[src/rtl/nvm_pkg.sv]
package nvm_pkg;
    localparam int DATA_W = 8;

    localparam int unsigned REG_CTRL = 0;
    localparam int unsigned REG_KEY  = 1;
    localparam int unsigned REG_FLAG = 2;

    localparam int B_START = 0;
    localparam int B_WREN  = 1;
    localparam int B_ERASE = 2;
    localparam int B_MSEL  = 3;
    localparam int B_CFG   = 4;
    localparam int B_ERR   = 5;
    localparam int CTRL_USED = 6;

    localparam logic [DATA_W-1:0] KEY_FIRST  = 8'h55;
    localparam logic [DATA_W-1:0] KEY_SECOND = 8'hAA;

    typedef enum logic [1:0] {
        SPACE_DATA = 2'b00,
        SPACE_PROG = 2'b01,
        SPACE_CFG  = 2'b10
    } space_e;

    typedef enum logic [1:0] {
        KEY_IDLE = 2'b00,
        KEY_HALF = 2'b01,
        KEY_OPEN = 2'b10
    } key_state_e;

    typedef struct packed {
        logic cfg_sel;
        logic mem_sel;
        logic erase_en;
        logic wren;
        logic start;
    } ctrl_t;

    typedef struct packed {
        space_e space;
        logic   erase;
    } job_t;

    function automatic space_e pick_space(input logic cfg, input logic msel);
        if (cfg)
            return SPACE_CFG;
        else if (msel)
            return SPACE_PROG;
        else
            return SPACE_DATA;
    endfunction
endpackage

[src/rtl/nvm_unlock.sv]
module nvm_unlock
    import nvm_pkg::*;
#(
    parameter int ADDR_W = 2
) (
    input  logic              clk,
    input  logic              rst,
    input  logic              por,
    input  logic              we,
    input  logic [ADDR_W-1:0] addr,
    input  logic [DATA_W-1:0] wdata,
    output logic              key_open
);
    localparam logic [ADDR_W-1:0] KEY_ADDR = ADDR_W'(REG_KEY);

    key_state_e st;
    logic       key_write;

    assign key_write = we && (addr == KEY_ADDR);

    always_ff @(posedge clk) begin
        if (rst || por) begin
            st <= KEY_IDLE;
        end else if (we) begin
            if (key_write && wdata == KEY_FIRST)
                st <= KEY_HALF;
            else if (key_write && wdata == KEY_SECOND && st == KEY_HALF)
                st <= KEY_OPEN;
            else
                st <= KEY_IDLE;
        end
    end

    assign key_open = (st == KEY_OPEN);

    assert_key_open_R4: assert property (@(posedge clk) disable iff (rst || por)
        (key_write && wdata == KEY_SECOND && st == KEY_HALF) |=> key_open);

    assert_key_drop_R4: assert property (@(posedge clk) disable iff (rst || por)
        (we && !key_write) |=> !key_open);
endmodule

[src/rtl/nvm_prog_timer.sv]
module nvm_prog_timer #(
    parameter int CYCLES = 16
) (
    input  logic clk,
    input  logic rst,
    input  logic por,
    input  logic load,
    output logic busy,
    output logic finish
);
    localparam int CNT_W = (CYCLES > 1) ? $clog2(CYCLES) : 1;
    localparam int LEN_W = $clog2(CYCLES + 1);

    logic [CNT_W-1:0] cnt;
    logic [LEN_W-1:0] run_len;

    always_ff @(posedge clk) begin
        if (rst || por) begin
            busy <= 1'b0;
            cnt  <= '0;
        end else if (load && !busy) begin
            busy <= 1'b1;
            cnt  <= CNT_W'(CYCLES - 1);
        end else if (busy) begin
            if (cnt == '0)
                busy <= 1'b0;
            else
                cnt <= cnt - 1'b1;
        end
    end

    assign finish = busy && (cnt == '0);

    // independent length monitor for the busy window
    always_ff @(posedge clk) begin
        if (rst || por || !busy)
            run_len <= '0;
        else
            run_len <= run_len + 1'b1;
    end

    assert_busy_hold_R6: assert property (@(posedge clk) disable iff (rst || por)
        (busy && !finish) |=> busy);

    assert_busy_end_R6: assert property (@(posedge clk) disable iff (rst || por)
        finish |=> !busy);

    assert_busy_len_R6: assert property (@(posedge clk) disable iff (rst || por)
        finish |-> (run_len == LEN_W'(CYCLES - 1)));
endmodule

[src/rtl/nvm_ctrl_regs.sv]
module nvm_ctrl_regs
    import nvm_pkg::*;
#(
    parameter int ADDR_W = 2
) (
    input  logic                 clk,
    input  logic                 rst,
    input  logic                 por,
    input  logic                 we,
    input  logic [ADDR_W-1:0]    addr,
    input  logic [CTRL_USED-1:0] wdata,
    input  logic                 key_open,
    input  logic                 busy,
    input  logic                 finish,
    output logic                 load,
    output job_t                 job,
    output logic                 done_flag,
    output logic [DATA_W-1:0]    rdata
);
    localparam logic [ADDR_W-1:0] CTRL_ADDR = ADDR_W'(REG_CTRL);
    localparam logic [ADDR_W-1:0] FLAG_ADDR = ADDR_W'(REG_FLAG);

    ctrl_t ctrl;
    logic  err;
    logic  wr_ctrl, wr_flag, start_req, accept, bad_try, flag_clr;

    assign wr_ctrl   = we && (addr == CTRL_ADDR);
    assign wr_flag   = we && (addr == FLAG_ADDR);
    assign start_req = wr_ctrl && wdata[B_START] && !busy;
    assign accept    = start_req && key_open && wdata[B_WREN];
    assign bad_try   = start_req && !accept;
    assign flag_clr  = wr_flag && !wdata[0];
    assign load      = accept;

    // error flag: separate reset domain, survives rst
    always_ff @(posedge clk) begin
        if (por)
            err <= 1'b0;
        else if (rst) begin
            if (busy)
                err <= 1'b1;
        end else if (bad_try)
            err <= 1'b1;
        else if (wr_ctrl && wdata[B_ERR])
            err <= 1'b0;
    end

    always_ff @(posedge clk) begin
        if (rst || por) begin
            ctrl      <= '0;
            job       <= '{space: SPACE_DATA, erase: 1'b0};
            done_flag <= 1'b0;
        end else begin
            if (wr_ctrl) begin
                ctrl.wren <= wdata[B_WREN];
                if (!busy) begin
                    ctrl.erase_en <= wdata[B_ERASE];
                    ctrl.mem_sel  <= wdata[B_MSEL];
                    ctrl.cfg_sel  <= wdata[B_CFG];
                end
            end
            if (accept) begin
                ctrl.start <= 1'b1;
                job.space  <= pick_space(wdata[B_CFG], wdata[B_MSEL]);
                job.erase  <= wdata[B_ERASE];
            end else if (finish) begin
                ctrl.start <= 1'b0;
            end
            if (finish)
                done_flag <= 1'b1;
            else if (flag_clr)
                done_flag <= 1'b0;
        end
    end

    always_comb begin
        rdata = '0;
        if (addr == CTRL_ADDR)
            rdata = {2'b00, err, ctrl.cfg_sel, ctrl.mem_sel, ctrl.erase_en,
                     ctrl.wren, ctrl.start};
        else if (addr == FLAG_ADDR)
            rdata = {7'b0, done_flag};
    end

    assert_start_sticky_R5: assert property (@(posedge clk) disable iff (rst || por)
        (ctrl.start && !finish) |=> ctrl.start);

    assert_start_tracks_busy_R5: assert property (@(posedge clk) disable iff (rst || por)
        ctrl.start == busy);

    assert_done_set_R7: assert property (@(posedge clk) disable iff (rst || por)
        finish |=> done_flag);

    assert_done_hold_R7: assert property (@(posedge clk) disable iff (rst || por)
        (done_flag && !flag_clr) |=> done_flag);

    assert_target_freeze_R9: assert property (@(posedge clk) disable iff (rst || por)
        (busy && !finish) |=> ($stable(job) && $stable(ctrl.mem_sel) &&
                               $stable(ctrl.cfg_sel) && $stable(ctrl.erase_en)));

    assert_reject_nowren_R3: assert property (@(posedge clk) disable iff (rst || por)
        (start_req && !wdata[B_WREN]) |=> (!busy && err));

    assert_err_on_abort_R10: assert property (@(posedge clk) disable iff (por)
        (rst && busy) |=> err);
endmodule

[src/rtl/nvm_pe_ctrl.sv]
module nvm_pe_ctrl
    import nvm_pkg::*;
#(
    parameter int ADDR_W      = 2,
    parameter int PROG_CYCLES = 16
) (
    input  logic              clk,
    input  logic              rst,
    input  logic              por,
    input  logic              bus_we,
    input  logic [ADDR_W-1:0] bus_addr,
    input  logic [7:0]        bus_wdata,
    output logic [7:0]        bus_rdata,
    output logic              nv_busy,
    output logic              nv_prog,
    output logic              nv_erase,
    output logic [1:0]        nv_space,
    output logic              nv_done_irq
);
    logic key_open, load, busy, finish, done_flag;
    job_t job;

    nvm_unlock #(.ADDR_W(ADDR_W)) u_unlock (
        .clk(clk), .rst(rst), .por(por),
        .we(bus_we), .addr(bus_addr), .wdata(bus_wdata),
        .key_open(key_open)
    );

    nvm_prog_timer #(.CYCLES(PROG_CYCLES)) u_timer (
        .clk(clk), .rst(rst), .por(por),
        .load(load), .busy(busy), .finish(finish)
    );

    nvm_ctrl_regs #(.ADDR_W(ADDR_W)) u_regs (
        .clk(clk), .rst(rst), .por(por),
        .we(bus_we), .addr(bus_addr), .wdata(bus_wdata[CTRL_USED-1:0]),
        .key_open(key_open), .busy(busy), .finish(finish),
        .load(load), .job(job), .done_flag(done_flag), .rdata(bus_rdata)
    );

    assign nv_busy     = busy;
    assign nv_prog     = busy && !job.erase;
    assign nv_erase    = busy && job.erase;
    assign nv_space    = job.space;
    assign nv_done_irq = done_flag;

    assert_strobe_idle_R2: assert property (@(posedge clk) disable iff (rst || por)
        (!busy && $past(!busy)) |-> (!nv_prog && !nv_erase));
endmodule

[config.mk]
export PLATFORM = sky130hd
export DESIGN_NAME = nvm_pe_ctrl
export DESIGN_NICKNAME = d
export VERILOG_FILES = /design/src/rtl/nvm_pkg.sv /design/src/rtl/nvm_unlock.sv /design/src/rtl/nvm_prog_timer.sv /design/src/rtl/nvm_ctrl_regs.sv /design/src/rtl/nvm_pe_ctrl.sv
export SDC_FILE = /design/constraint.sdc
export NUM_CORES = 1
export LEC_CHECK = 0
export BUFFER_PORTS_ARGS = -buffer_cell sky130_fd_sc_hd__clkbuf_2
export CAP_MARGIN = 10
export CORE_ASPECT_RATIO = 0.9
export CORE_MARGIN = 2
export CORE_UTILIZATION = 50
export CTS_BUF_LIST = sky130_fd_sc_hd__clkbuf_16
export CTS_CLUSTER_DIAMETER = 60
export CTS_CLUSTER_SIZE = 10
export DETAILED_ROUTE_END_ITERATION = 7
export PLACE_DENSITY = 0.77
export SYNTH_ARGS = -nofsm -noshare
export SYNTH_HDL_FRONTEND = slang
export SYNTH_SLANG_ARGS = --single-unit
[constraint.sdc]
create_clock -name clk -period 1.9 [get_ports clk]
set_input_delay 0.095 -clock clk [delete_from_list [all_inputs] [get_ports clk]]
set_output_delay 0.095 -clock clk [all_outputs]
set_load 0.01 [all_outputs]
# Word level (Yosys, flattened, before mapping)
# Cells that the tools add are included.
[totals]
ff_bits = 17
latchBits = 0
ramBits = 0
mem_bits_ro = 0
input_bits = 14
output_inout_bits = 14
wordCells = 73
mem_count = 0
[op_classes]
n_addsub = 1
mul = 0
div = 0
magnitude_cmp = 0
n_eq_ne = 8
shifts = 0
muxes = 20
bitwise = 1
reduce_logical = 31
[ops]
columns = ["cell", "count"]
rows = [
  ["logical AND 1 bit", 17],
  ["two-way mux 1 bit", 13],
  ["two-way mux 4 bit", 3],
  ["== test 8 x 7 -> 1 bit (second input constant)", 1],
  ["== test 8 bit (second input constant)", 1],
  ["two-way mux 8 bit", 1],
  ["two-way mux 2 bit", 3],
  ["AND reduction 2 bit", 3],
  ["nonzero test 2 bit", 3],
  ["== test 2 x 1 -> 1 bit (second input constant)", 2],
  ["== test 2 bit (second input constant)", 2],
  ["logical NOT 1 bit", 4],
  ["logical NOT 4 bit", 1],
  ["inequality test 2 x 1 -> 1 bit (second input constant)", 2],
  ["subtractor 4 x 1 -> 4 bit (second input constant)", 1],
  ["nonzero test 3 bit", 1],
  ["logical NOT 2 bit", 1],
  ["logical OR 1 bit", 1],
  ["inverter 1 bit", 1],
]

# Logic depth before layout (Yosys ltp)
# Gate-level depths: netlist (run 1).
[logic_depth]
depth_word = 10
ltp_mapped = 5
depth_no_buf = 5

# Cells and area by module
# From an unflattened synthesis (run 1), not the netlist that was laid out.
[unflattened]
cells_unflattened = 110
hier_area_um2 = 955.9
[by_module_without_submodules]
columns = ["mod", "n_inst", "cells_per_inst", "area_each_um2", "seq_area_each_um2"]
rows = [
  ["nvm_ctrl_regs", 1, 63, 523.0, 200.2],
  ["nvm_prog_timer", 1, 29, 274.0, 100.1],
  ["nvm_unlock", 1, 16, 142.6, 40.0],
  ["nvm_pe_ctrl", 1, 2, 16.3, 0.0],
]

# Worst setup path after synthesis (run 1)
# No wires, ideal clock.
[synth_path]
kind = "register to register"
start = "register u_timer.cnt[0]"
end = "register u_timer.cnt[1]"
setup_ps = 70
arrival_time_ps = 1367
path_slack_ps = 463
path_stages_with_launch = 6
path_buffers = 0
synth_period_minus_slack_ps = 1437
cell_sequence = "dfxtp_1 inv_1 ha_1 or3b_1 a211o_1 a21oi_1"
[synth_via]
elab_chain_len = 4
[synth_rtl]
columns = ["element", "line_no", "rtl"]
rows = [
  ["start, declared", "nvm_prog_timer.sv:14", "logic [CNT_W-1:0] cnt;"],
  ["start signal, assigned", "nvm_prog_timer.sv:23", "cnt <= CNT_W'(CYCLES - 1);"],
  ["start signal, assigned", "nvm_prog_timer.sv:28", "cnt <= cnt - 1'b1;"],
  ["subtractor 4 x 1 -> 4 bit", "nvm_prog_timer.sv:28", ""],
  ["two-way mux 4 bit", "nvm_prog_timer.sv:25", "if (cnt == '0)"],
  ["two-way mux 4 bit", "nvm_prog_timer.sv:24", "end else if (busy) begin"],
  ["two-way mux 4 bit", "nvm_prog_timer.sv:21", "end else if (load && !busy) begin"],
]
# Several ways; a longest one is shown, not always the timed one. The select of a mux whose other input is x is not followed.
# A chain may end at the register's enable or synchronous reset.

# Final worst setup path (run 1)
[layout_path]
start = "register u_timer.busy"
end = "register, netlist name u_regs.job[2]"
[layout_via]
elab_chain_len = 4
[layout_rtl]
columns = ["element", "line_no", "rtl"]
rows = [
  ["start, declared", "nvm_prog_timer.sv:8", "output logic busy,"],
  ["start signal, assigned", "nvm_prog_timer.sv:19", "busy <= 1'b0;"],
  ["start signal, assigned", "nvm_prog_timer.sv:22", "busy <= 1'b1;"],
  ["start signal, assigned", "nvm_prog_timer.sv:26", "busy <= 1'b0;"],
  ["logical NOT 1 bit", "nvm_ctrl_regs.sv:29", "assign start_req = wr_ctrl && wdata[B_START] && !busy;"],
  ["logical AND 1 bit", "nvm_ctrl_regs.sv:29", ""],
  ["logical AND 1 bit (2 in a row)", "nvm_ctrl_regs.sv:30", "assign accept = start_req && key_open && wdata[B_WREN];"],
]
# Every way passes these cells.

==> results_dict.tcl, run 1 <==
set metrics [dict create \
    fin_skew_ps 2.46 \
    detail_route.iter0.violations 9 \
    synth_largest_area_cell "sky130_fd_sc_hd__dfxtp_1" \
    drc 0 \
    synth_largest_type_area_fraction 0.350 \
    via_cell_ratio 5.51 \
    number_of_distinct_standard_cells_referenced_by_the_synthesized_netlist 34 \
    synthArstFlopShare 0 \
    io_buffer_count 25 \
    cp_cell_sequence "or4b_1 -> o21ai_0 -> a21oi_1" \
    dieArea_um2 2320 \
    max_stage_delay_ps 680 \
    cts-root-buf "sky130_fd_sc_hd__clkbuf_16" \
    ys_seq_area_frac 0.350 \
    pwr_density_cell_nw_per_um2 734 \
    seqPwrFrac 0.431 \
    die_width_um 50.5 \
    worst_r2r_startpoint "u_timer.busy" \
    cts-buffers-inserted 3 \
    first_pass_iters 4 \
    avgRoutedWirePerCell_um 12.5 \
    yosys-top-cells-area "sky130_fd_sc_hd__dfxtp_1 (35%), sky130_fd_sc_hd__a21oi_1 (6.7%), sky130_fd_sc_hd__nand2_1 (5.0%), sky130_fd_sc_hd__and2_1 (4.5%), sky130_fd_sc_hd__buf_6 (3.5%)" \
    clockPowerShare 0.498 \
    synth_warnings 0 \
    timing.reg2reg.worst_path_depth 3 \
    cp.required_ps 2020 \
    initial_core_util 0.519 \
    n_antenna_cell 0 \
    ios 28 \
    report.final.slew_viol_count 0 \
    post_route_cells_drive_above_1_share 0.256 \
    dp.cells 154 \
    setup-tns-final_ps 0 \
    grt_pass1_vias 814 \
    timing.final.hold_violations 0 \
    post-cts-setup-buffer-count 0 \
    power.switching_fraction 0.206 \
    cap_violations 0 \
    worstHoldPathType "in -> reg" \
    critical_path.max_fanout 14 \
    min_delay_path_depth 2 \
    cts_resized 0 \
    rr_endpoint "u_regs.job[2]" \
    leakage_power_figure_nw 0.449 \
    synth-edff-count 0 \
    min_from "por" \
    vdd_drop_max_mv 0.452 \
    syn-instance-count 112 \
    globalRouteOverflowTotal 0 \
    post_drt_antenna_nets 0 \
    grt_antenna_before_repair 0 \
    grt.total_usage 0.194 \
    end_kind "flop" \
    grt_first_pass_wirelength_mm 3.35 \
    intPower_w 0.000666 \
    post-route-period-util 0.812 \
    synth.avg_cell_area_um2 8.69 \
    wirelength_mm 1.97 \
    min_to "u_regs.err" \
    cpMaxStageDelayCell "sky130_fd_sc_hd__or4b_1" \
    clock_sink_count 17 \
    postCtsHoldBufs 0 \
    synthFlopType "sky130_fd_sc_hd__dfxtp_1" \
    area_growth_syn_to_layout_pct 17.4 \
    crit_arrival_ps 1670 \
    comb_power_share 0.072 \
    place.gp.congestion 0.851 \
    outcome "complete, no violations" \
    netSwitchingPower_w 0.000173 \
    htree_num_levels 1 \
    coreArea_um2 1880 \
    synth.ff_latch_count 17 \
    clock_tree_from_tritoncts "done" \
    layout_min_cycle_time_ps 1540 \
    worst_skew_late_latency_ps 250 \
    num-nets-final 150 \
    critPathLaunchType "flop" \
    yosys-top-cells-count "sky130_fd_sc_hd__dfxtp_1 (17), sky130_fd_sc_hd__a21oi_1 (13), sky130_fd_sc_hd__nand2_1 (13), sky130_fd_sc_hd__and2_1 (7), sky130_fd_sc_hd__nor2_1 (7)" \
    instances_no_fill 158 \
    synth_area_um2 973 \
    crit_type "reg -> reg" \
    timing.reg2reg.setup_slack_ps 360 \
    pin_count_of_the_biggest_net_entering_global_routing 17 \
    grt_setup_unrepaired "no" \
    setup_viol_count_final 0 \
    vias 871 \
    post-dp-hpwl_mm 1.51 \
    clk_path_buf_depth 2 \
    most_frequently_used_cell_type_in_the_post_synthesis_netlist "sky130_fd_sc_hd__dfxtp_1" \
    die_height_um 45.9 \
    max_freq_mhz 648 \
    cts.reportedPaths.clkPinSlew_ps 50 \
    row_count 15 \
]
==> sequential cells by signal, summed over array words and instances, names as in the netlist <==
signal	cells
u_regs.ctrl	5
u_regs.done_flag	1
u_regs.err	1
u_regs.job	3
u_timer.busy	1
u_timer.cnt	4
u_unlock.st	2
==> worst max path at each step <==
stage	from	endpoint	slack, ps	depth (start not counted)
5_1_grt	u_timer.busy	u_regs.job[2]	230	3
4_1_cts	u_timer.busy	u_regs.job[2]	340	3
6_report	u_timer.busy	u_regs.job[2]	360	3
3_5_place_dp	u_timer.busy	u_regs.job[2]	350	3
2_1_floorplan	u_timer.cnt[0]	u_timer.cnt[1]	460	5
3_3_place_gp	u_timer.busy	u_regs.job[1]	370	3
==> kinds of logic after synthesis <==
group | after synthesis | share of synthesized area
simple gates | 50 | 0.330
compound gates | 25 | 0.167
flops | 17 | 0.350
buf+inv | 14 | 0.0925
mux | 3 | 0.0308
fa+ha+maj | 2 | 0.0257
other cells | 1 | 0.00385
==> per-layer routing <==
layer  GRT usage  vias up  wire (um)
li1            -      437          -
met3      0.0461        5        100
met5           0        -          0
met2       0.350       21        959
met4      0.0865        0         33
met1       0.221      408        880
==> critical path: cells and delay by family (launching register included) <==
kind | cells | cell delay, ps
AOI/OAI and AO/OA | 2 | 290
DFF | 1 | 450
and+or+nand+nor | 1 | 680
==> final cells by class <==
type	instances	area [um2]
flip-flops and latches	17	340
multi-input cells	82	547
inverters	5	18.8
clock inverters	1	5.00
clock buffers	3	75.1
fillers	178	734
repair buffers	25	125
well taps	25	31.3
==> power by group through the flow <==
| stage | sequential [W] | combinational [W] | clock [W] |
|---|---|---|---|
| after floorplan | 0.000368 | 0.0000403 | 0 |
| after global placement | 0.000368 | 0.0000585 | 0 |
| after detailed placement | 0.000368 | 0.0000598 | 0 |
| after CTS | 0.000361 | 0.0000604 | 0.000427 |
| after global routing | 0.000361 | 0.0000667 | 0.000445 |
| final | 0.000361 | 0.0000601 | 0.000417 |
==> per-stage QoR <==
step	instance area [um2]	util	hold WS [ps]	setup slack [ps]	power (W)
6_report	1140	0.609	16.8	357	0.000838
5_1_grt	1140	0.609	17.2	227	0.000873
4_1_cts	1140	0.609	14.6	340	0.000848
3_5_place_dp	1060	0.566	277	349	0.000428
3_3_place_gp	1060	0.566	270	368	0.000427
2_1_floorplan	977	-	161	463	0.000408
==> cell usage in the layout, fill, tap and decap left out, drive strengths merged <==
master	synthesis	layout
and3b	1	1
nor3b	1	1
a31oi	2	2
a21oi	13	13
o211ai	1	1
clkinv	0	1
o41ai	1	1
nor4bb	2	2
a21o	1	1
nand3	4	4
a32oi	1	1
or3b	1	1
nor2	7	7
a211o	2	2
nand4b	1	1
conb	1	2
or4b	1	1
nand4bb	2	2
or2	1	1
nor2b	2	2
dfxtp	17	17
nand2	13	13
and4b	2	2
ha	2	2
inv	5	5
o21ai	3	3
mux2i	3	3
clkbuf	2	28
nor4b	4	4
and2	7	7
a221oi	1	1
nand4	1	1
No activity file was read; power rests on OpenSTA's default activity.
==> run 2, diff against run 1 <==
clock period = 1.5 ns   (was 1.9 ns; I/O delays follow)
==> run 2 against run 1 <==
Sequential share of layout area fell by 1.2 points. Critical path depth rose by 2. Core utilization rose by 2.5 points. Total power rose by 27%. Critical endpoint is now u_timer.cnt[1].
==> results_dict.tcl, run 2 (synthesis results as in run 1) <==
set metrics [dict create \
    via_cell_ratio 5.40 \
    ios 28 \
    dieArea_um2 2320 \
    min_from "por" \
    reg.largest.list "u_regs.ctrl (5), u_timer.cnt (4), u_regs.job (3)" \
    pin_count_of_the_biggest_net_entering_global_routing 17 \
    grt_util_met3 0.0592 \
    crit_arrival_ps 1600 \
    cpMaxStageDelayCell "sky130_fd_sc_hd__or3b_4" \
    coreArea_um2 1880 \
    clk_path_buf_depth 2 \
    crit_start "u_timer.cnt[1]" \
    multi_input_comb_area_um2 549 \
    fin_worst_hold_slack_ps 0.995 \
    layout.cells.most_common_list "sky130_fd_sc_hd__clkbuf_2 (25), sky130_fd_sc_hd__dfxtp_1 (17), sky130_fd_sc_hd__nand2_1 (13), sky130_fd_sc_hd__a21oi_1 (13)" \
    largest_register_ff_count 5 \
    layout_min_cycle_time_ps 1430 \
    post-route-period-util 0.950 \
    dp.cells 160 \
    post-cts-setup-buffer-count 0 \
    power.switching_fraction 0.204 \
    max_freq_mhz 702 \
    largest-register "u_regs.ctrl" \
    cts-root-buf "sky130_fd_sc_hd__clkbuf_16" \
    place.gp.congestion 0.841 \
    layout.cells.most_common "sky130_fd_sc_hd__clkbuf_2" \
    cts-buffers-inserted 3 \
    stdcell_area_um2 1190 \
    busiest_layer_in_global_routing "met2" \
    regArea_um2 340 \
    fin_skew_ps 1.20 \
    grt_setup_unrepaired "no" \
    first_pass_iters 4 \
    n_antenna_cell 0 \
    critPathLaunchType "flop" \
    max_stage_delay_ps 400 \
    grt.total_usage 0.202 \
    seqPwrFrac 0.431 \
    clockPowerShare 0.491 \
    netSwitchingPower_w 0.000216 \
    vias 885 \
    num-nets-final 156 \
    clock_sink_count 17 \
    drc 0 \
    fill_cells 178 \
    worstHoldPathType "in -> reg" \
    post_route_cells_drive_above_1_share 0.288 \
    row_count 15 \
    grt_antenna_before_repair 0 \
    grt_first_pass_wirelength_mm 3.39 \
    grt_pass1_vias 758 \
    cp_cell_sequence "inv_1 -> ha_1 -> or3b_4 -> a211o_1 -> a21oi_1" \
    end_kind "flop" \
    worst_r2r_startpoint "u_timer.cnt[1]" \
    initial_core_util 0.519 \
    instances_no_fill 164 \
    worst_skew_late_latency_ps 250 \
    setup_viol_count_final 0 \
    cap_violations 0 \
    vdd_drop_max_mv 0.861 \
    comb_power_share 0.078 \
    timing.final.hold_violations 0 \
    area_growth_syn_to_layout_pct 22.1 \
    gr-usage-met2 0.345 \
    setup-tns-final_ps 0 \
    report.final.slew_viol_count 0 \
    post-layout-total-power_w 0.00106 \
    globalRouteOverflowTotal 0 \
    critical_path.max_fanout 4 \
    die_height_um 45.9 \
    post-dp-hpwl_mm 1.62 \
    cts.reportedPaths.clkPinSlew_ps 50 \
    pwr_density_cell_nw_per_um2 893 \
    timing.critical_path.max_delay_family "simple AND/OR/NAND/NOR gates" \
    grtUsageMet1 0.247 \
    post_drt_antenna_nets 0 \
    avgRoutedWirePerCell_um 12.9 \
    placed_cell_area_um2 1110 \
    intPower_w 0.000845 \
    htree_num_levels 1 \
    leakage_power_figure_nw 0.475 \
    outcome "complete, no violations" \
    clock_tree_from_tritoncts "done" \
    wirelength_mm 2.11 \
    detail_route.iter0.violations 13 \
    cp_num_buf_inv 1 \
    cp.required_ps 1680 \
    die_width_um 50.5 \
    crit_type "reg -> reg" \
    io_buffer_count 25 \
]
run 2: cell types whose count changed in the layout (fill, tap and decap cells not counted):
cell,before,now
sky130_fd_sc_hd__buf_4,0,6
sky130_fd_sc_hd__clkinv_2,1,0
sky130_fd_sc_hd__inv_1,5,6
sky130_fd_sc_hd__or3b_1,1,0
sky130_fd_sc_hd__or3b_4,0,1
run 2: through the flow:
step | util | worst slack [ps]
2_1_floorplan | - | 62.7
6_report | 0.633 | 74.8
3_3_place_gp | 0.590 | 117
4_1_cts | 0.632 | 50.2
3_5_place_dp | 0.590 | 55.3
5_1_grt | 0.633 | 34.4
run 2: cell type report:
cell class	instances	area share
Clock inverter	1	0.00316
Clock buffer	3	0.0632
Inverter	5	0.0158
Tap cell	25	0.0263
Sequential cell	17	0.286
Multi-Input combinational cell	82	0.462
Timing Repair Buffer	31	0.143
run 2: final timing paths:
path | end | slack [ps] | cells after the start
worst max-delay path | u_timer.cnt[1] | 70 | 5
worst min-delay path | u_regs.err | 1 | 2
worst max register to register | u_timer.cnt[1] | 70 | 5
worst min register to register | u_regs.ctrl[3] | 450 | 2
run 2: repair_timing:
action | 4_1_cts | 5_1_grt
gates resized for setup | 0 | 1
hold buffers | 0 | 0
setup endpoints to repair | 0 | 1
run 2: per-layer routing:
metal | share of wire | routed length (um)
met5 | 0 | 0
met4 | 0.011 | 24
met3 | 0.046 | 97
met2 | 0.48 | 1020
met1 | 0.46 | 969
run 2: power groups by stage:
stage | clock network (W) | registers (W) | logic [W]
after global placement | 0 | 0.000466 | 0.0000795
after detailed placement | 0 | 0.000467 | 0.0000820
after floorplan | 0 | 0.000466 | 0.0000511
after CTS | 0.000530 | 0.000457 | 0.0000826
after global routing | 0.000552 | 0.000457 | 0.0000900
final | 0.000521 | 0.000457 | 0.0000827
==> run 3, diff against run 2 <==
PLACE_DENSITY = 0.83   (was 0.77)
==> run 3 against run 2 <==
Sequential power barely moved. Die area did not move. Worst hold slack improved by 36 ps. Register-to-register slack barely moved. Largest power group unchanged.
==> results_dict.tcl, run 3 (synthesis results as in run 1) <==
set metrics [dict create \
    netSwitchingPower_w 0.000228 \
    comb_power_share 0.078 \
    row_count 15 \
    power.switching_fraction 0.212 \
    layout.cells.most_common "sky130_fd_sc_hd__clkbuf_2" \
    die_height_um 45.9 \
    pwr_density_cell_nw_per_um2 895 \
    area_growth_syn_to_layout_pct 23.6 \
    ios 28 \
    n_antenna_cell 0 \
    max_stage_delay_ps 400 \
    grt.total_usage 0.193 \
    fin_worst_hold_slack_ps 36.6 \
    grt_antenna_before_repair 0 \
    clock_sink_count 17 \
    end_kind "flop" \
    cts-root-buf "sky130_fd_sc_hd__clkbuf_16" \
    fin_skew_ps 2.94 \
    report.final.slew_viol_count 0 \
    post_route_cells_drive_above_1_share 0.314 \
    pin_count_of_the_biggest_net_entering_global_routing 17 \
    post-dp-hpwl_mm 1.54 \
    cp.required_ps 1670 \
    post_drt_antenna_nets 0 \
    clk_path_buf_depth 2 \
    cap_violations 0 \
    drc 0 \
    htree_num_levels 1 \
    cp_cell_sequence "inv_1 -> ha_2 -> or3b_4 -> a211o_1 -> a21oi_1" \
    vias 909 \
    coreArea_um2 1880 \
    io_buffer_count 25 \
    crit_arrival_ps 1600 \
    reg.largest.list "u_regs.ctrl (5), u_timer.cnt (4), u_regs.job (3)" \
    num-nets-final 157 \
    cts.reportedPaths.clkPinSlew_ps 50 \
    avgRoutedWirePerCell_um 12.8 \
    globalRouteOverflowTotal 0 \
    wirelength_mm 2.12 \
    layout.cells.most_common_list "sky130_fd_sc_hd__clkbuf_2 (25), sky130_fd_sc_hd__dfxtp_1 (16), sky130_fd_sc_hd__nand2_1 (13), sky130_fd_sc_hd__a21oi_1 (13)" \
    critPathLaunchType "flop" \
    vdd_drop_max_mv 0.474 \
    stdcell_area_um2 1200 \
    clock_tree_from_tritoncts "done" \
    cts-buffers-inserted 3 \
    cpMaxStageDelayCell "sky130_fd_sc_hd__or3b_4" \
    critical_path.max_fanout 4 \
    outcome "complete, no violations" \
    grt_first_pass_wirelength_mm 3.26 \
    largest-register "u_regs.ctrl" \
    dieArea_um2 2320 \
    worstHoldPathType "in -> reg" \
    timing.final.hold_violations 0 \
    worst_skew_late_latency_ps 250 \
    grt_pass1_vias 812 \
    place.gp.congestion 0.849 \
    detail_route.iter0.violations 12 \
    post-cts-setup-buffer-count 0 \
    crit_type "reg -> reg" \
    setup_viol_count_final 0 \
    largest_register_ff_count 5 \
    max_freq_mhz 699 \
    first_pass_iters 6 \
    initial_core_util 0.519 \
    placed_cell_area_um2 1110 \
    intPower_w 0.000849 \
    seqPwrFrac 0.424 \
    clockPowerShare 0.499 \
    die_width_um 50.5 \
    via_cell_ratio 5.51 \
    leakage_power_figure_nw 0.478 \
    layout_min_cycle_time_ps 1430 \
    post-route-period-util 0.953 \
]
==> run 3: power groups by stage <==
stage | logic (W) | registers (W) | clock network (W)
2_1_floorplan | 0.0000511 | 0.000466 | 0
3_3_place_gp | 0.0000792 | 0.000467 | 0
3_5_place_dp | 0.0000806 | 0.000467 | 0
4_1_cts | 0.0000829 | 0.000457 | 0.000545
5_1_grt | 0.0000921 | 0.000457 | 0.000556
6_report | 0.0000836 | 0.000457 | 0.000537
==> run 3: worst max-delay path, delay by kind of cell (launching register included) <==
kind / cells / cell delay (ps)
and+or+nand+nor: 1 / 400
AOI/OAI and AO/OA: 2 / 390
DFF: 1 / 310
adders and majority gates: 1 / 180
buffers and inverters: 1 / 80
==> run 3: repair_timing <==
item	4_1_cts	5_1_grt
endpoints found under the hold margin	1	0
resized for setup	0	5
hold buffers	1	0
setup endpoints to repair	0	2
==> run 3: area by class of cell <==
cell class                 count  area (um2)
tap                           25        31.3
timing repair buffer          32         180
clock buffer                   3        75.1
multi-input combinational     82         552
sequential                    17         342
fill                         169         673
clock inverter                 1        5.00
inverter                       5        18.8
==> run 3: through the flow <==
stage	setup WS, ps	setup TNS (ps)	total power, W	instances	utilization
after detailed placement	27.8	0	0.000547	160	0.590
after floorplan	62.7	0	0.000517	113	-
after CTS	16.2	0	0.00108	165	0.638
after global placement	122	0	0.000546	160	0.590
after global routing	-5.80	-5.80	0.00110	165	0.641
final	69.9	0	0.00108	165	0.641
==> run 3: worst paths after layout <==
check | from | end | slack [ps] | cells past startpoint
hold reg to reg | u_regs.ctrl[4] | u_regs.ctrl[4] | 450 | 2
setup reg to reg | u_timer.cnt[0] | u_timer.cnt[1] | 70 | 5
setup / recovery | u_timer.cnt[0] | u_timer.cnt[1] | 70 | 5
hold / removal | rst | u_regs.err | 40 | 2
==> run 3: metal layers <==
metal	global-route usage	routed length, um
met5	0	0
met2	0.355	1090
met1	0.206	893
met3	0.0296	82
met4	0.135	52
